[src/rtl/bmc_pkg.sv]
`timescale 1ns/1ps
package bmc_pkg;

    typedef struct packed {
        logic big;
        logic byte_mode;
    } bmc_cfg_t;

    // Slot of the long word that piece number cnt occupies; slot 0 is least significant.
    function automatic logic [1:0] slot_of(input logic [1:0] cnt,
                                           input logic [1:0] last,
                                           input logic       big);
        return big ? (last - cnt) : cnt;
    endfunction

endpackage

[src/rtl/bmc_cfg.sv]
`timescale 1ns/1ps
module bmc_cfg
    import bmc_pkg::*;
(
    input  logic      clk,
    input  logic      rst_n,
    input  logic      big_in,
    input  logic      byte_in,
    output bmc_cfg_t  cfg,
    output logic      cfg_ok
);

    typedef struct packed {
        logic     armed;
        bmc_cfg_t sel;
    } cfg_state_t;

    cfg_state_t st_d, st_q;

    always_comb begin
        st_d = st_q;
        if (!st_q.armed) begin
            st_d.armed         = 1'b1;
            st_d.sel.big       = big_in;
            st_d.sel.byte_mode = byte_in;
        end
    end

    always_ff @(posedge clk or negedge rst_n) begin
        if (!rst_n) st_q <= '0;
        else        st_q <= st_d;
    end

    assign cfg    = st_q.sel;
    assign cfg_ok = st_q.armed;

endmodule

[src/rtl/bmc_unpack.sv]
`timescale 1ns/1ps
module bmc_unpack
    import bmc_pkg::*;
#(
    parameter int LANE_W = 9
) (
    input  logic                  clk,
    input  logic                  rst_n,
    input  logic                  clr,
    input  bmc_cfg_t              cfg,
    input  logic                  cfg_ok,
    input  logic [4*LANE_W-1:0]   wide_data,
    input  logic                  wide_valid,
    output logic                  wide_ready,
    output logic [2*LANE_W-1:0]   nar_data,
    output logic                  nar_valid,
    input  logic                  nar_ready
);

    localparam int HALF_W = 2 * LANE_W;
    localparam int WIDE_W = 4 * LANE_W;

    typedef struct packed {
        logic [WIDE_W-1:0] hold;
        logic              full;
        logic [1:0]        cnt;
    } unpk_state_t;

    unpk_state_t st_d, st_q;
    logic [1:0]        last;
    logic [1:0]        slot;
    logic [LANE_W-1:0] lane;
    logic [HALF_W-1:0] half;

    always_comb begin
        last = cfg.byte_mode ? 2'd3 : 2'd1;
        slot = slot_of(st_q.cnt, last, cfg.big);

        lane = '0;
        for (int i = 0; i < 4; i++) begin
            if (slot == 2'(i)) lane = st_q.hold[i*LANE_W +: LANE_W];
        end
        half = slot[0] ? st_q.hold[WIDE_W-1:HALF_W] : st_q.hold[HALF_W-1:0];

        nar_data   = cfg.byte_mode ? {{(HALF_W-LANE_W){1'b0}}, lane} : half;
        nar_valid  = st_q.full;
        wide_ready = cfg_ok && !st_q.full;

        st_d = st_q;
        if (wide_valid && wide_ready) begin
            st_d.hold = wide_data;
            st_d.full = 1'b1;
            st_d.cnt  = '0;
        end else if (nar_valid && nar_ready) begin
            if (st_q.cnt == last) begin
                st_d.full = 1'b0;
                st_d.cnt  = '0;
            end else begin
                st_d.cnt = st_q.cnt + 2'd1;
            end
        end
        if (clr) begin
            st_d.full = 1'b0;
            st_d.cnt  = '0;
        end
    end

    always_ff @(posedge clk or negedge rst_n) begin
        if (!rst_n) st_q <= '0;
        else        st_q <= st_d;
    end

endmodule

[src/rtl/bmc_pack.sv]
`timescale 1ns/1ps
module bmc_pack
    import bmc_pkg::*;
#(
    parameter int LANE_W = 9
) (
    input  logic                  clk,
    input  logic                  rst_n,
    input  logic                  clr,
    input  bmc_cfg_t              cfg,
    input  logic                  cfg_ok,
    input  logic [2*LANE_W-1:0]   nar_data,
    input  logic                  nar_valid,
    output logic                  nar_ready,
    output logic [4*LANE_W-1:0]   wide_data,
    output logic                  wide_valid,
    input  logic                  wide_ready
);

    localparam int HALF_W = 2 * LANE_W;
    localparam int WIDE_W = 4 * LANE_W;

    typedef struct packed {
        logic [WIDE_W-1:0] acc;
        logic              done;
        logic [1:0]        cnt;
    } pk_state_t;

    pk_state_t  st_d, st_q;
    logic [1:0] last;
    logic [1:0] slot;

    always_comb begin
        last = cfg.byte_mode ? 2'd3 : 2'd1;
        slot = slot_of(st_q.cnt, last, cfg.big);

        nar_ready  = cfg_ok && !st_q.done;
        wide_valid = st_q.done;
        wide_data  = st_q.acc;

        st_d = st_q;
        if (nar_valid && nar_ready) begin
            if (cfg.byte_mode) begin
                for (int i = 0; i < 4; i++) begin
                    if (slot == 2'(i)) st_d.acc[i*LANE_W +: LANE_W] = nar_data[LANE_W-1:0];
                end
            end else begin
                for (int i = 0; i < 2; i++) begin
                    if (slot[0] == 1'(i)) st_d.acc[i*HALF_W +: HALF_W] = nar_data;
                end
            end
            if (st_q.cnt == last) begin
                st_d.done = 1'b1;
                st_d.cnt  = '0;
            end else begin
                st_d.cnt = st_q.cnt + 2'd1;
            end
        end else if (wide_valid && wide_ready) begin
            st_d.done = 1'b0;
        end
        if (clr) begin
            st_d.done = 1'b0;
            st_d.cnt  = '0;
            st_d.acc  = '0;
        end
    end

    always_ff @(posedge clk or negedge rst_n) begin
        if (!rst_n) st_q <= '0;
        else        st_q <= st_d;
    end

endmodule

[src/rtl/bus_match_conv.sv]
`timescale 1ns/1ps
module bus_match_conv
    import bmc_pkg::*;
#(
    parameter int LANE_W = 9
) (
    input  logic                 clk,
    input  logic                 rst_n,
    input  logic                 soft_rst_n,
    input  logic                 cfg_big_end,
    input  logic                 cfg_byte_mode,
    input  logic [4*LANE_W-1:0]  tx_wide_data,
    input  logic                 tx_wide_valid,
    output logic                 tx_wide_ready,
    output logic [2*LANE_W-1:0]  tx_nar_data,
    output logic                 tx_nar_valid,
    input  logic                 tx_nar_ready,
    input  logic [2*LANE_W-1:0]  rx_nar_data,
    input  logic                 rx_nar_valid,
    output logic                 rx_nar_ready,
    output logic [4*LANE_W-1:0]  rx_wide_data,
    output logic                 rx_wide_valid,
    input  logic                 rx_wide_ready
);

    bmc_cfg_t cfg;
    logic     cfg_ok;
    logic     clr;

    assign clr = !soft_rst_n;

    bmc_cfg u_cfg (
        .clk     (clk),
        .rst_n   (rst_n),
        .big_in  (cfg_big_end),
        .byte_in (cfg_byte_mode),
        .cfg     (cfg),
        .cfg_ok  (cfg_ok)
    );

    bmc_unpack #(.LANE_W(LANE_W)) u_unpack (
        .clk        (clk),
        .rst_n      (rst_n),
        .clr        (clr),
        .cfg        (cfg),
        .cfg_ok     (cfg_ok),
        .wide_data  (tx_wide_data),
        .wide_valid (tx_wide_valid),
        .wide_ready (tx_wide_ready),
        .nar_data   (tx_nar_data),
        .nar_valid  (tx_nar_valid),
        .nar_ready  (tx_nar_ready)
    );

    bmc_pack #(.LANE_W(LANE_W)) u_pack (
        .clk        (clk),
        .rst_n      (rst_n),
        .clr        (clr),
        .cfg        (cfg),
        .cfg_ok     (cfg_ok),
        .nar_data   (rx_nar_data),
        .nar_valid  (rx_nar_valid),
        .nar_ready  (rx_nar_ready),
        .wide_data  (rx_wide_data),
        .wide_valid (rx_wide_valid),
        .wide_ready (rx_wide_ready)
    );

endmodule

[config.mk]
export PLATFORM = sky130hd
export DESIGN_NAME = bus_match_conv
export DESIGN_NICKNAME = d
export VERILOG_FILES = /design/src/rtl/bmc_pkg.sv /design/src/rtl/bmc_cfg.sv /design/src/rtl/bmc_unpack.sv /design/src/rtl/bmc_pack.sv /design/src/rtl/bus_match_conv.sv
export SDC_FILE = /design/constraint.sdc
export NUM_CORES = 1
export LEC_CHECK = 0
export ABC_CLOCK_PERIOD_IN_PS = 2620
export BUFFER_PORTS_ARGS = -buffer_cell sky130_fd_sc_hd__buf_2
export CELL_PAD_IN_SITES_DETAIL_PLACEMENT = 1
export CELL_PAD_IN_SITES_GLOBAL_PLACEMENT = 2
export CORE_ASPECT_RATIO = 0.75
export CORE_UTILIZATION = 32
export CTS_CLUSTER_DIAMETER = 60
export DETAILED_ROUTE_END_ITERATION = 16
export PLACE_DENSITY_LB_ADDON = 0.1
export SETUP_SLACK_MARGIN = 0.2
export SYNTH_ARGS = -nofsm -noshare
export SYNTH_HDL_FRONTEND = slang
export SYNTH_HIERARCHICAL = 1
export SYNTH_SLANG_ARGS = --single-unit
[constraint.sdc]
create_clock -name clk -period 2.62 [get_ports clk]
set_clock_uncertainty 0.15 [all_clocks]
set_input_delay 0.524 -clock clk [delete_from_list [all_inputs] [get_ports clk]]
set_output_delay 0.524 -clock clk [all_outputs]
set_load 0.02 [all_outputs]
## After elaboration in Yosys (flattened, before gate mapping)

Index checks and enable logic that the tools add are counted.

| cells by class | value |
|---|---|
| add/subtract/negate cells | 4 |
| multipliers | 0 |
| div/mod/pow operators | 0 |
| $lt $le $gt $ge | 0 |
| equality and inequality tests | 19 |
| shifts and indexed selects | 0 |
| muxes and demuxes | 28 |
| bitwise gates (word level) | 0 |
| reduce and logical (&&, ||, !) cells | 16 |

Operators with widths:

| kind | number |
|---|---|
| 18-bit two-way mux | 4 |
| 36-bit two-way mux | 2 |
| 9-bit two-way mux | 8 |
| 39-bit two-way mux | 1 |
| 2-bit two-way mux | 6 |
| 3-bit by 1-bit != test with 1-bit output (second input constant) | 4 |
| 3-bit by 2-bit != test with 1-bit output (second input constant) | 4 |
| 3-bit AND reduction | 4 |
| 3-bit two-way mux | 3 |
| 2-bit == test (second input constant) | 4 |
| 1-bit logical AND | 6 |
| 3-bit != test (second input constant) | 2 |
| 2-bit by 1-bit adder with 2-bit output (second input constant) | 2 |
| 2-bit by 1-bit == test with 1-bit output (second input constant) | 2 |
| 2-bit == test | 2 |
| 2-bit logical NOT | 2 |
| 1-bit two-way mux | 4 |
| 2-bit AND reduction | 2 |
| 2-bit subtractor | 2 |
| 1-bit logical NOT | 2 |
| 2-bit by 1-bit != test with 1-bit output (second input constant) | 1 |

| word-level totals | value |
|---|---|
| flip-flop bits (word level) | 81 |
| bits in latches | 0 |
| RAM bits | 0 |
| memory bits (read-only) | 0 |
| logic and storage cells | 79 |
| memories | 0 |

## Longest topological paths before layout

Gate-level depths: netlist of run 1.

| depth | value |
|---|---|
| depth after elaboration | 9 |
| mapped depth | 7 |
| gate-level depth less buffers | 4 |

## Hierarchy

The synthesis of run 1 kept the hierarchy.

By module, submodules not included:

| module | instances | cells each | area each (um^2) |
|---|---|---|---|
| bmc_unpack | 1 | 287 | 2,354.8 |
| bmc_pack | 1 | 212 | 2,275.9 |
| bmc_cfg | 1 | 6 | 101.3 |
| bus_match_conv | 1 | 1 | 3.8 |

## Worst setup path after synthesis of run 1

No wires, ideal clock.

| timing | value |
|---|---|
| path kind | reg2out |
| from | register u_cfg.st_q (netlist bit u_cfg/cfg[1]) |
| to | output port tx_nar_data[6] |
| arrival | 1.597 ns |
| required time | 1.946 ns |
| path slack | 0.349 ns |
| cell stages (with the launch flop) | 7 |
| buffers on the path | 2 |
| cells stage by stage | dfrtp_1 > buf_6 > nor2_4 > buf_2 > a221oi_2 > a2bb2oi_1 > a31oi_1 |

| on the way | value |
|---|---|
| longest elaborated chain between the ends | 7 |
| elaborated cells between the ends (all ways) | 11 |
| those cells by class | eq/ne (3); mux (7); reduce/logical (1) |

Ends and longest elaborated chain:

| what | line | source |
|---|---|---|
| start: declaration | bmc_cfg.sv:18 | `cfg_state_t st_d, st_q;` |
| start signal: assignment | bmc_cfg.sv:31 | `else st_q <= st_d;` |
| 2-bit two-way mux (*) | bmc_pkg.sv:13 | `return big ? (last - cnt) : cnt;` |
| 2-bit logical NOT | bmc_unpack.sv:41 | `if (slot == 2'(i)) lane = st_q.hold[i*LANE_W +: LANE_W];` |
| 9-bit two-way mux (4 in a row) | bmc_unpack.sv:41 |  |
| 18-bit two-way mux (*) | bmc_unpack.sv:45 | `nar_data = cfg.byte_mode ? {{(HALF_W-LANE_W){1'b0}}, lane} : half;` |
| end: declaration | bus_match_conv.sv:15 | `output logic [2*LANE_W-1:0] tx_nar_data,` |

Mark *: on every way between the ends. The rest lies on a longest branch, timed or not.

## Final worst setup path of run 1

| timing | value |
|---|---|
| from | register u_unpack/st_q[1] (netlist name) |
| to | output port tx_nar_data[8] |

| on the way | value |
|---|---|
| longest elaborated chain between the ends | 8 |
| elaborated cells between the ends (all ways) | 11 |
| those cells by class | add/sub (1); eq/ne (3); mux (6); reduce/logical (1) |

Ends and longest elaborated chain:

| what | line | source |
|---|---|---|
| start: declaration | bmc_unpack.sv:29 | `unpk_state_t st_d, st_q;` |
| start signal: assignment | bmc_unpack.sv:70 | `else st_q <= st_d;` |
| 2-bit subtractor | bmc_pkg.sv:13 |  |
| 2-bit two-way mux (*) | bmc_pkg.sv:13 |  |
| 2-bit logical NOT | bmc_unpack.sv:41 |  |
| 9-bit two-way mux (3 in a row) | bmc_unpack.sv:41 |  |
| 9-bit two-way mux (*) | bmc_unpack.sv:41 |  |
| 18-bit two-way mux (*) | bmc_unpack.sv:45 |  |

Marks and branches as above.

==> impl_metrics.xml, run 1 <==
<?xml version="1.0" encoding="UTF-8"?>
<metrics>
  <group name="critical_path">
    <metric name="start_kind" unit="">register</metric>
    <metric name="crit_path_cell_trace" unit="">buf_6 &gt; buf_4 &gt; nand3b_1 &gt; o21ai_2 &gt; a221oi_4 &gt; a21oi_2 &gt; buf_4</metric>
    <metric name="worst_path_largest_cell_delay" unit="ps">390</metric>
    <metric name="critPathBufInv" unit="">3</metric>
    <metric name="worstRegToRegCells" unit="">8</metric>
    <metric name="worstReg2RegEnd" unit="">u_pack/wide_data[35]$_DFFE_PN0P_</metric>
    <metric name="timing.critical_path.arrival" unit="ps">1950</metric>
    <metric name="setup.worst_path.end_class" unit="">output port</metric>
    <metric name="timing.critical_path.max_delay_family" unit="">compound AO/OA/AOI/OAI gates</metric>
    <metric name="critical_path.max_fanout" unit="">6</metric>
    <metric name="worst-r2r-setup-slack" unit="ps">360</metric>
    <metric name="timing.critical_path.slowest_stage_cell" unit="">dfrtp_1</metric>
    <metric name="crit_top_cell" unit="">buf_4</metric>
    <metric name="crit-reg2reg-launch" unit="">u_cfg/cfg[1]$_DFFE_PN0N_</metric>
    <metric name="worst-setup-path-type" unit="">register to output port</metric>
    <metric name="critical_path_required" unit="ps">1950</metric>
  </group>
  <group name="timing">
    <metric name="setup_viol" unit="">1</metric>
    <metric name="final_worst_path_setup_slack" unit="ps">-5.87</metric>
    <metric name="fmaxAchievable" unit="MHz">381</metric>
    <metric name="final_period_minus_worst_setup_slack" unit="ps">2630</metric>
    <metric name="timing_hold_violations_final" unit="">0</metric>
    <metric name="timing.max_slew.rel_slack" unit="">0.489</metric>
    <metric name="min_period_over_period" unit="">1.00</metric>
    <metric name="grt_setup_unrepaired" unit="">yes</metric>
    <metric name="finalMaxSlewViolations" unit="">0</metric>
    <metric name="hold_slack" unit="ps">210</metric>
    <metric name="tightestPinTransition" unit="ps">767</metric>
  </group>
  <group name="synth">
    <metric name="postSynthAreaPerCell" unit="µm²">9.36</metric>
    <metric name="yosys_register_bits" unit="">81</metric>
    <metric name="seq_area_frac_synth" unit="">0.428</metric>
    <metric name="synth-main-ff-cell" unit="">dfrtp_1</metric>
    <metric name="ffs_w_async_s_r_synth" unit="">1.00</metric>
    <metric name="yosys_warnings" unit="">6</metric>
    <metric name="netlist_instances" unit="">506</metric>
    <metric name="synthDistinctLibCells" unit="">45</metric>
    <metric name="synth_area" unit="mm²">0.00474</metric>
    <metric name="synth_nets" unit="">569</metric>
    <metric name="synth_edf_count" unit="">0</metric>
  </group>
  <group name="clocking">
    <metric name="cts_tree" unit="">done</metric>
    <metric name="clkLatencyLatePin" unit="ps">340</metric>
    <metric name="clk_transition_reported_paths" unit="ps">70</metric>
    <metric name="clock-root-buffer" unit="">clkbuf_16</metric>
    <metric name="clk_path_buf_depth" unit="">2</metric>
    <metric name="total_cts_buffers" unit="">9</metric>
    <metric name="cts.sink_count" unit="">81</metric>
    <metric name="h-tree-depth" unit="">3</metric>
  </group>
  <group name="power_and_ir_drop">
    <metric name="power.total" unit="µW">4080</metric>
    <metric name="power_leakage" unit="µW">0.00294</metric>
    <metric name="ir_worst_vdd" unit="V">0.000296</metric>
    <metric name="power_density_cells" unit="mW/mm²">656</metric>
  </group>
  <group name="layout">
    <metric name="layout.cells.most_common_list" unit="">136 x nand2_1, 101 x buf_2, 78 x dfrtp_1</metric>
    <metric name="final_design_area_no_fill" unit="mm²">0.00622</metric>
    <metric name="syn2layout_area_growth" unit="%">31.3</metric>
    <metric name="final_nets" unit="">668</metric>
    <metric name="layout-drive-gt1-share" unit="">0.428</metric>
    <metric name="layout_commonest_cell" unit="">nand2_1</metric>
  </group>
  <group name="run">
    <metric name="timing.max_cap.violations" unit="">0</metric>
  </group>
  <group name="placed_design">
    <metric name="finalWeightedCongestion" unit="">0.793</metric>
    <metric name="io_buffer_count" unit="">120</metric>
    <metric name="dpl-instance-area" unit="mm²">0.00528</metric>
    <metric name="place_ws" unit="ps">113</metric>
    <metric name="dp_hpwl" unit="µm">10100</metric>
  </group>
  <group name="routing">
    <metric name="viasPerCell" unit="">4.99</metric>
    <metric name="vias" unit="">4047</metric>
    <metric name="finalWirelength" unit="µm">15000</metric>
    <metric name="ant_nets" unit="">0</metric>
    <metric name="avgRoutedWirePerCell" unit="µm">18.5</metric>
    <metric name="first_iter_violations" unit="">165</metric>
    <metric name="drt_drc_violations_left" unit="">0</metric>
    <metric name="drt_first_pass_iters" unit="">4</metric>
  </group>
  <group name="grt">
    <metric name="grt_pass1_vias" unit="">4176</metric>
    <metric name="globalRoute.totalOverflow" unit="">0</metric>
    <metric name="grt.total_usage" unit="">0.205</metric>
    <metric name="grt_start_max_net_pins" unit="">39</metric>
    <metric name="initial_antenna_violation_count" unit="">1</metric>
    <metric name="wire_length_of_the_first_global_routing_pass" unit="µm">23500</metric>
  </group>
  <group name="floorplan">
    <metric name="start_util" unit="">0.328</metric>
    <metric name="standard_cell_row_count" unit="">38</metric>
    <metric name="die_h" unit="µm">107</metric>
    <metric name="top_level_ports" unit="">121</metric>
    <metric name="floorplan.die.width" unit="µm">142</metric>
    <metric name="die_area" unit="mm²">0.0153</metric>
    <metric name="core_region_area" unit="mm²">0.0145</metric>
  </group>
  <group name="worst_hold_path">
    <metric name="worstHoldPathType" unit="">primary input to register</metric>
    <metric name="worst_hold_path.num_cells" unit="">3</metric>
    <metric name="min-delay-start" unit="">tx_wide_data[6]</metric>
    <metric name="worst_hold_path.endpoint" unit="">u_unpack/st_q[9]$_DFFE_PN0P_</metric>
  </group>
  <group name="run_status">
    <metric name="violations" unit="">negative setup slack</metric>
    <metric name="run_status" unit="">finished, violations left</metric>
  </group>
</metrics>
## flip-flops by register name, summed over array words and instances, names as in the netlist
signal,flops
u_cfg/cfg_ok,1
u_pack/wide_data,36
u_pack/wide_valid,1
u_unpack/st_q,38
u_pack/st_q,2
u_unpack/nar_valid,1
u_cfg/cfg,2
## power breakdown
part / total (µW) / switching [µW] / internal, µW
registers: 1630 / 213 / 1420
logic: 1170 / 657 / 516
clock network: 1280 / 588 / 695
total: 4080 / 1460 / 2630
## metrics by stage
step / TNS, ps / util / std cells
finish: -5.87 / 0.430 / 811
global route: -430 / 0.430 / 810
CTS: -94.9 / 0.414 / 808
detailed placement: 0 / 0.365 / 776
global placement: 0 / 0.365 / 776
floorplan: 0 / - / 506
## worst min-delay path: cells and delay by family
kind	cells	cell delay, ps
AND/OR/NAND/NOR	2	80
buffers and inverters	1	80
## what timing repair did
item,in CTS,in global routing
endpoints found under the hold margin,21,0
resized for setup,73,39
setup buffers,11,1
hold buffers,1,0
gates cloned,4,1
pin swaps,24,21
setup endpoints to repair,19,27
## logic make-up after synthesis
group | synth area share
DFF | 0.428
muxes | 0.0877
other | 0.000792
and+or+nand+nor | 0.214
AOI/OAI and AO/OA | 0.150
buffers and inverters | 0.102
xor gates and xnor gates | 0.0182
## worst max path at each step
stage,startpoint,end,slack [ps],cells past startpoint
after floorplan,u_cfg/cfg[1]$_DFFE_PN0N_,tx_nar_data[6],350,6
after global placement,u_unpack/st_q[0]$_DFFE_PN0P_,tx_nar_data[5],120,5
after detailed placement,u_unpack/st_q[0]$_DFFE_PN0P_,tx_nar_data[5],110,5
after CTS,u_unpack/st_q[1]$_DFFE_PN0P_,tx_nar_data[3],-20,7
after global routing,u_cfg/cfg[1]$_DFFE_PN0N_,tx_nar_data[3],-60,6
final,u_unpack/st_q[1]$_DFFE_PN0P_,tx_nar_data[8],-6,7
## routing by layer
metal	global-route usage	routed length, µm	vias to the layer above
met2	0.290	6480	97
met1	0.308	7650	2036
li1	-	-	1903
met4	0.0553	148	0
met5	0	0	-
met3	0.0445	724	11
## cell usage after synthesis (2+ instances only)
library cell | number | share of area
a31oi_1 | 9 | 0.012
inv_1 | 5 | 0.0040
xnor2_1 | 3 | 0.0055
a221oi_2 | 10 | 0.032
buf_2 | 12 | 0.013
nand2_1 | 151 | 0.12
buf_6 | 3 | 0.0071
nand3b_1 | 11 | 0.017
nor2b_1 | 5 | 0.0066
mux2i_1 | 19 | 0.040
mux2_2 | 20 | 0.048
buf_4 | 40 | 0.063
a21oi_1 | 15 | 0.016
a221oi_1 | 9 | 0.017
dfrtp_1 | 81 | 0.43
and2_1 | 10 | 0.013
o21ai_0 | 4 | 0.0042
nand2b_1 | 20 | 0.026
or3_1 | 2 | 0.0026
and3b_1 | 2 | 0.0037
o311ai_0 | 8 | 0.015
clkbuf_1 | 13 | 0.010
nor3_1 | 3 | 0.0032
a211oi_1 | 10 | 0.016
a2bb2oi_1 | 8 | 0.015
nor2_1 | 14 | 0.011
## cell type report
cell class / count / area (µm²)
Antenna cell: 1 / 2.50
Timing Repair Buffer: 156 / 1070
Clock inverter: 6 / 57.6
Fill cell: 1661 / 8230
Sequential cell: 81 / 2030
Multi-Input combinational cell: 352 / 2550
Inverter: 5 / 18.8
Clock buffer: 10 / 239
Tap cell: 200 / 250
(Power assumes the default switching activity.)
==> run 2: changes to the inputs <==
CORE_UTILIZATION = 33   (was 32)
SYNTH_HIERARCHICAL = default   (was 1)
TNS_END_PERCENT = 1   (was default)
==> impl_metrics.xml, run 2 <==
<?xml version="1.0" encoding="UTF-8"?>
<metrics>
  <group name="critical_path">
    <metric name="setup.worst_path.end_class" unit="">output port</metric>
    <metric name="worst-r2r-setup-slack" unit="ps">460</metric>
    <metric name="crit_end" unit="">tx_nar_data[8]</metric>
    <metric name="critical_path.max_fanout" unit="">7</metric>
    <metric name="critPathBufInv" unit="">1</metric>
    <metric name="timing.critical_path.max_delay_family" unit="">compound AO/OA/AOI/OAI gates</metric>
    <metric name="worstRegToRegCells" unit="">4</metric>
    <metric name="worstReg2RegEnd" unit="">u_pack.wide_data[33]$_DFFE_PN0P_</metric>
    <metric name="worst_path_largest_cell_delay" unit="ps">470</metric>
    <metric name="critical_path_required" unit="ps">1950</metric>
    <metric name="timing.critical_path.arrival" unit="ps">1890</metric>
    <metric name="crit_path_from" unit="">u_cfg.cfg[1]$_DFFE_PN0N_</metric>
    <metric name="timing.critical_path.depth" unit="">5</metric>
    <metric name="start_kind" unit="">register</metric>
    <metric name="worst-setup-path-type" unit="">register to output port</metric>
    <metric name="timing.critical_path.slowest_stage_cell" unit="">dfrtp_2</metric>
    <metric name="crit_path_cell_trace" unit="">or2_2 &gt; o21ai_1 &gt; a222oi_1 &gt; a31oi_1 &gt; buf_4</metric>
    <metric name="crit-reg2reg-launch" unit="">u_cfg.cfg[1]$_DFFE_PN0N_</metric>
  </group>
  <group name="placed_design">
    <metric name="place_ws" unit="ps">143</metric>
    <metric name="io_buffer_count" unit="">120</metric>
    <metric name="finalWeightedCongestion" unit="">0.759</metric>
    <metric name="dp_hpwl" unit="µm">9630</metric>
    <metric name="place_inst" unit="">685</metric>
  </group>
  <group name="timing">
    <metric name="final_period_minus_worst_setup_slack" unit="ps">2560</metric>
    <metric name="finalMaxSlewViolations" unit="">0</metric>
    <metric name="final_worst_path_setup_slack" unit="ps">58.7</metric>
    <metric name="hold_slack" unit="ps">-3.78</metric>
    <metric name="grt_setup_unrepaired" unit="">yes</metric>
    <metric name="timing_hold_violations_final" unit="">2</metric>
    <metric name="min_period_over_period" unit="">0.978</metric>
    <metric name="fmaxAchievable" unit="MHz">390</metric>
    <metric name="setup_viol" unit="">0</metric>
    <metric name="timing.max_slew.rel_slack" unit="">0.582</metric>
    <metric name="tightestPinTransition" unit="ps">626</metric>
  </group>
  <group name="clocking">
    <metric name="cts_tree" unit="">done</metric>
    <metric name="clk_path_buf_depth" unit="">2</metric>
    <metric name="clkLatencyLatePin" unit="ps">340</metric>
    <metric name="cts_hold_buffers" unit="">0</metric>
    <metric name="clock-root-buffer" unit="">clkbuf_16</metric>
    <metric name="h-tree-depth" unit="">3</metric>
    <metric name="total_cts_buffers" unit="">9</metric>
    <metric name="cts.sink_count" unit="">81</metric>
    <metric name="clk_transition_reported_paths" unit="ps">60</metric>
  </group>
  <group name="routing">
    <metric name="drt_first_pass_iters" unit="">13</metric>
    <metric name="avgRoutedWirePerCell" unit="µm">18.8</metric>
    <metric name="ant_nets" unit="">0</metric>
    <metric name="vias" unit="">3575</metric>
    <metric name="viasPerCell" unit="">5.00</metric>
    <metric name="first_iter_violations" unit="">151</metric>
    <metric name="finalWirelength" unit="µm">13500</metric>
    <metric name="drt_drc_violations_left" unit="">5</metric>
  </group>
  <group name="floorplan">
    <metric name="die_area" unit="mm²">0.0146</metric>
    <metric name="standard_cell_row_count" unit="">37</metric>
    <metric name="floorplan.die.width" unit="µm">139</metric>
    <metric name="start_util" unit="">0.338</metric>
    <metric name="core_region_area" unit="mm²">0.0137</metric>
    <metric name="top_level_ports" unit="">121</metric>
    <metric name="die_h" unit="µm">105</metric>
  </group>
  <group name="synth">
    <metric name="synth_top_area_cell" unit="">dfrtp_1</metric>
    <metric name="synthDistinctLibCells" unit="">39</metric>
    <metric name="synth_top_family_by_area" unit="">multiplexers</metric>
    <metric name="netlist_instances" unit="">433</metric>
    <metric name="synth_compound_gate_area_share" unit="">0.0955</metric>
    <metric name="synth_edf_count" unit="">0</metric>
    <metric name="synthDominantCellAreaShare" unit="">0.436</metric>
    <metric name="synth_nets" unit="">496</metric>
    <metric name="synth_area" unit="mm²">0.00465</metric>
    <metric name="synth_top_cells_by_area" unit="">dfrtp_1 44%, mux2_2 16%, mux2i_1 7.7%, buf_4 6.5%, nand2_1 3.9%</metric>
    <metric name="postSynthAreaPerCell" unit="µm²">10.7</metric>
    <metric name="synth-simple-area-share" unit="">0.112</metric>
    <metric name="ffs_w_async_s_r_synth" unit="">1.00</metric>
    <metric name="synth-adder-area-share" unit="">0</metric>
    <metric name="yosys-mux-area-fraction" unit="">0.244</metric>
    <metric name="xor_xnor_portion_of_the_synthesized_cell_area" unit="">0.0183</metric>
    <metric name="seq_area_frac_synth" unit="">0.436</metric>
    <metric name="yosys_warnings" unit="">0</metric>
    <metric name="synth-main-ff-cell" unit="">dfrtp_1</metric>
    <metric name="yosys_register_bits" unit="">81</metric>
    <metric name="yosys.cell_count.top_type" unit="">dfrtp_1</metric>
    <metric name="synth.top_cells.by_count" unit="">81 x dfrtp_1, 65 x mux2_2, 48 x nand2_1</metric>
  </group>
  <group name="power_and_ir_drop">
    <metric name="power_frac_clock" unit="">0.329</metric>
    <metric name="power.switching_fraction" unit="">0.319</metric>
    <metric name="ir_worst_vdd" unit="V">0.000299</metric>
    <metric name="power_density_cells" unit="mW/mm²">695</metric>
    <metric name="power_leakage" unit="µW">0.00276</metric>
    <metric name="p_sw" unit="µW">1320</metric>
    <metric name="cell_internal_pwr" unit="µW">2820</metric>
    <metric name="portion_of_total_power_attributed_to_combinational_logic" unit="">0.281</metric>
    <metric name="seq_power_share" unit="">0.389</metric>
    <metric name="power.total" unit="µW">4140</metric>
  </group>
  <group name="run_status">
    <metric name="violations" unit="">design-rule violations, negative hold slack</metric>
    <metric name="run_status" unit="">finished, violations left</metric>
  </group>
  <group name="grt">
    <metric name="grt_busiest_layer" unit="">met1</metric>
    <metric name="grt_start_max_net_pins" unit="">39</metric>
    <metric name="globalRoute.totalOverflow" unit="">0</metric>
    <metric name="met1_usage" unit="">0.306</metric>
    <metric name="use_met2" unit="">0.276</metric>
    <metric name="grtUsageMet3" unit="">0.0408</metric>
    <metric name="wire_length_of_the_first_global_routing_pass" unit="µm">22000</metric>
    <metric name="grt_pass1_vias" unit="">3849</metric>
    <metric name="grt.total_usage" unit="">0.197</metric>
    <metric name="initial_antenna_violation_count" unit="">0</metric>
  </group>
  <group name="layout">
    <metric name="layout.cells.non_filler" unit="">715</metric>
    <metric name="syn2layout_area_growth" unit="%">28.2</metric>
    <metric name="layout.cells.most_common_list" unit="">102 x buf_2, 78 x dfrtp_1, 63 x mux2_2</metric>
    <metric name="max_reg_flops" unit="">38</metric>
    <metric name="layout_commonest_cell" unit="">buf_2</metric>
    <metric name="post-route-util" unit="">0.434</metric>
    <metric name="layout-drive-gt1-share" unit="">0.506</metric>
    <metric name="registers.top_by_ff_count" unit="">u_unpack.st_q</metric>
    <metric name="num_antenna_cells" unit="">0</metric>
    <metric name="final_nets" unit="">598</metric>
  </group>
  <group name="run">
    <metric name="timing.max_cap.violations" unit="">0</metric>
  </group>
  <group name="worst_hold_path">
    <metric name="worstHoldPathType" unit="">primary input to async pin</metric>
  </group>
</metrics>
run 2: changes by cell type in the layout (fill, tap and decap cells not counted), moves of 5 or more:
cell,delta
nand2_1,-89
a221oi_2,-9
mux2i_1,+16
nor2_1,+18
xor2_1,+5
nand3b_1,-8
buf_6,-17
a22o_1,+10
mux2_2,+43
o311ai_0,-8
buf_4,+14
nand2b_1,-17
nand2_2,-11
a2bb2oi_1,-6
run 2: logic make-up after synthesis:
family / Yosys count
and+or+nand+nor: 111
muxes: 103
DFF: 81
buffers and inverters: 68
AOI/OAI and AO/OA: 61
xor gates and xnor gates: 8
other: 1
run 2: routing by layer:
layer  vias up  wire length, µm
li1       1695                -
met1      1788             7170
met2        85             5600
met3         7              589
met4         0               89
met5         -                0
run 2: what timing repair did:
action                                  CTS  global route
pin swaps                                10            11
resized for setup                        45            17
buffers inserted                          8             4
hold endpoints to repair                  0             0
endpoints found under the setup margin   18            18
gates cloned                              2             0
run 2: worst min path at each step:
stage	slack, ps	cells past startpoint	end
finish	-4	1	u_pack.wide_data[25]$_DFFE_PN0P_
global placement	340	1	u_pack.wide_data[16]$_DFFE_PN0P_
CTS	1	1	u_pack.wide_data[25]$_DFFE_PN0P_
global route	9	1	u_pack.wide_data[25]$_DFFE_PN0P_
floorplan	80	0	u_cfg.cfg[0]$_DFFE_PN0N_
detailed placement	340	1	u_pack.wide_data[34]$_DFFE_PN0P_
run 2: final cells by class:
type                       instances  area, µm²
clock buffer                      10        229
inverter                           4       15.0
fill                            1535       7790
tap                              175        219
multi-input combinational        284       2360
sequential                        81       2030
clock inverter                     6       92.6
timing repair buffer             155       1020
run 2: stage by stage:
step	area (µm²)	TNS, ps
3_3_place_gp	5250	0
2_1_floorplan	4650	0
4_1_cts	5860	-1.46
3_5_place_dp	5250	0
6_report	5960	0
5_1_grt	5960	-234
run 2: power by group through the flow:
stage	clock network [µW]	registers [µW]	logic, µW
after floorplan	0	1540	799
after global placement	0	1620	1020
after detailed placement	0	1620	1040
after CTS	1410	1610	1140
after global routing	1470	1640	1260
final	1360	1610	1170
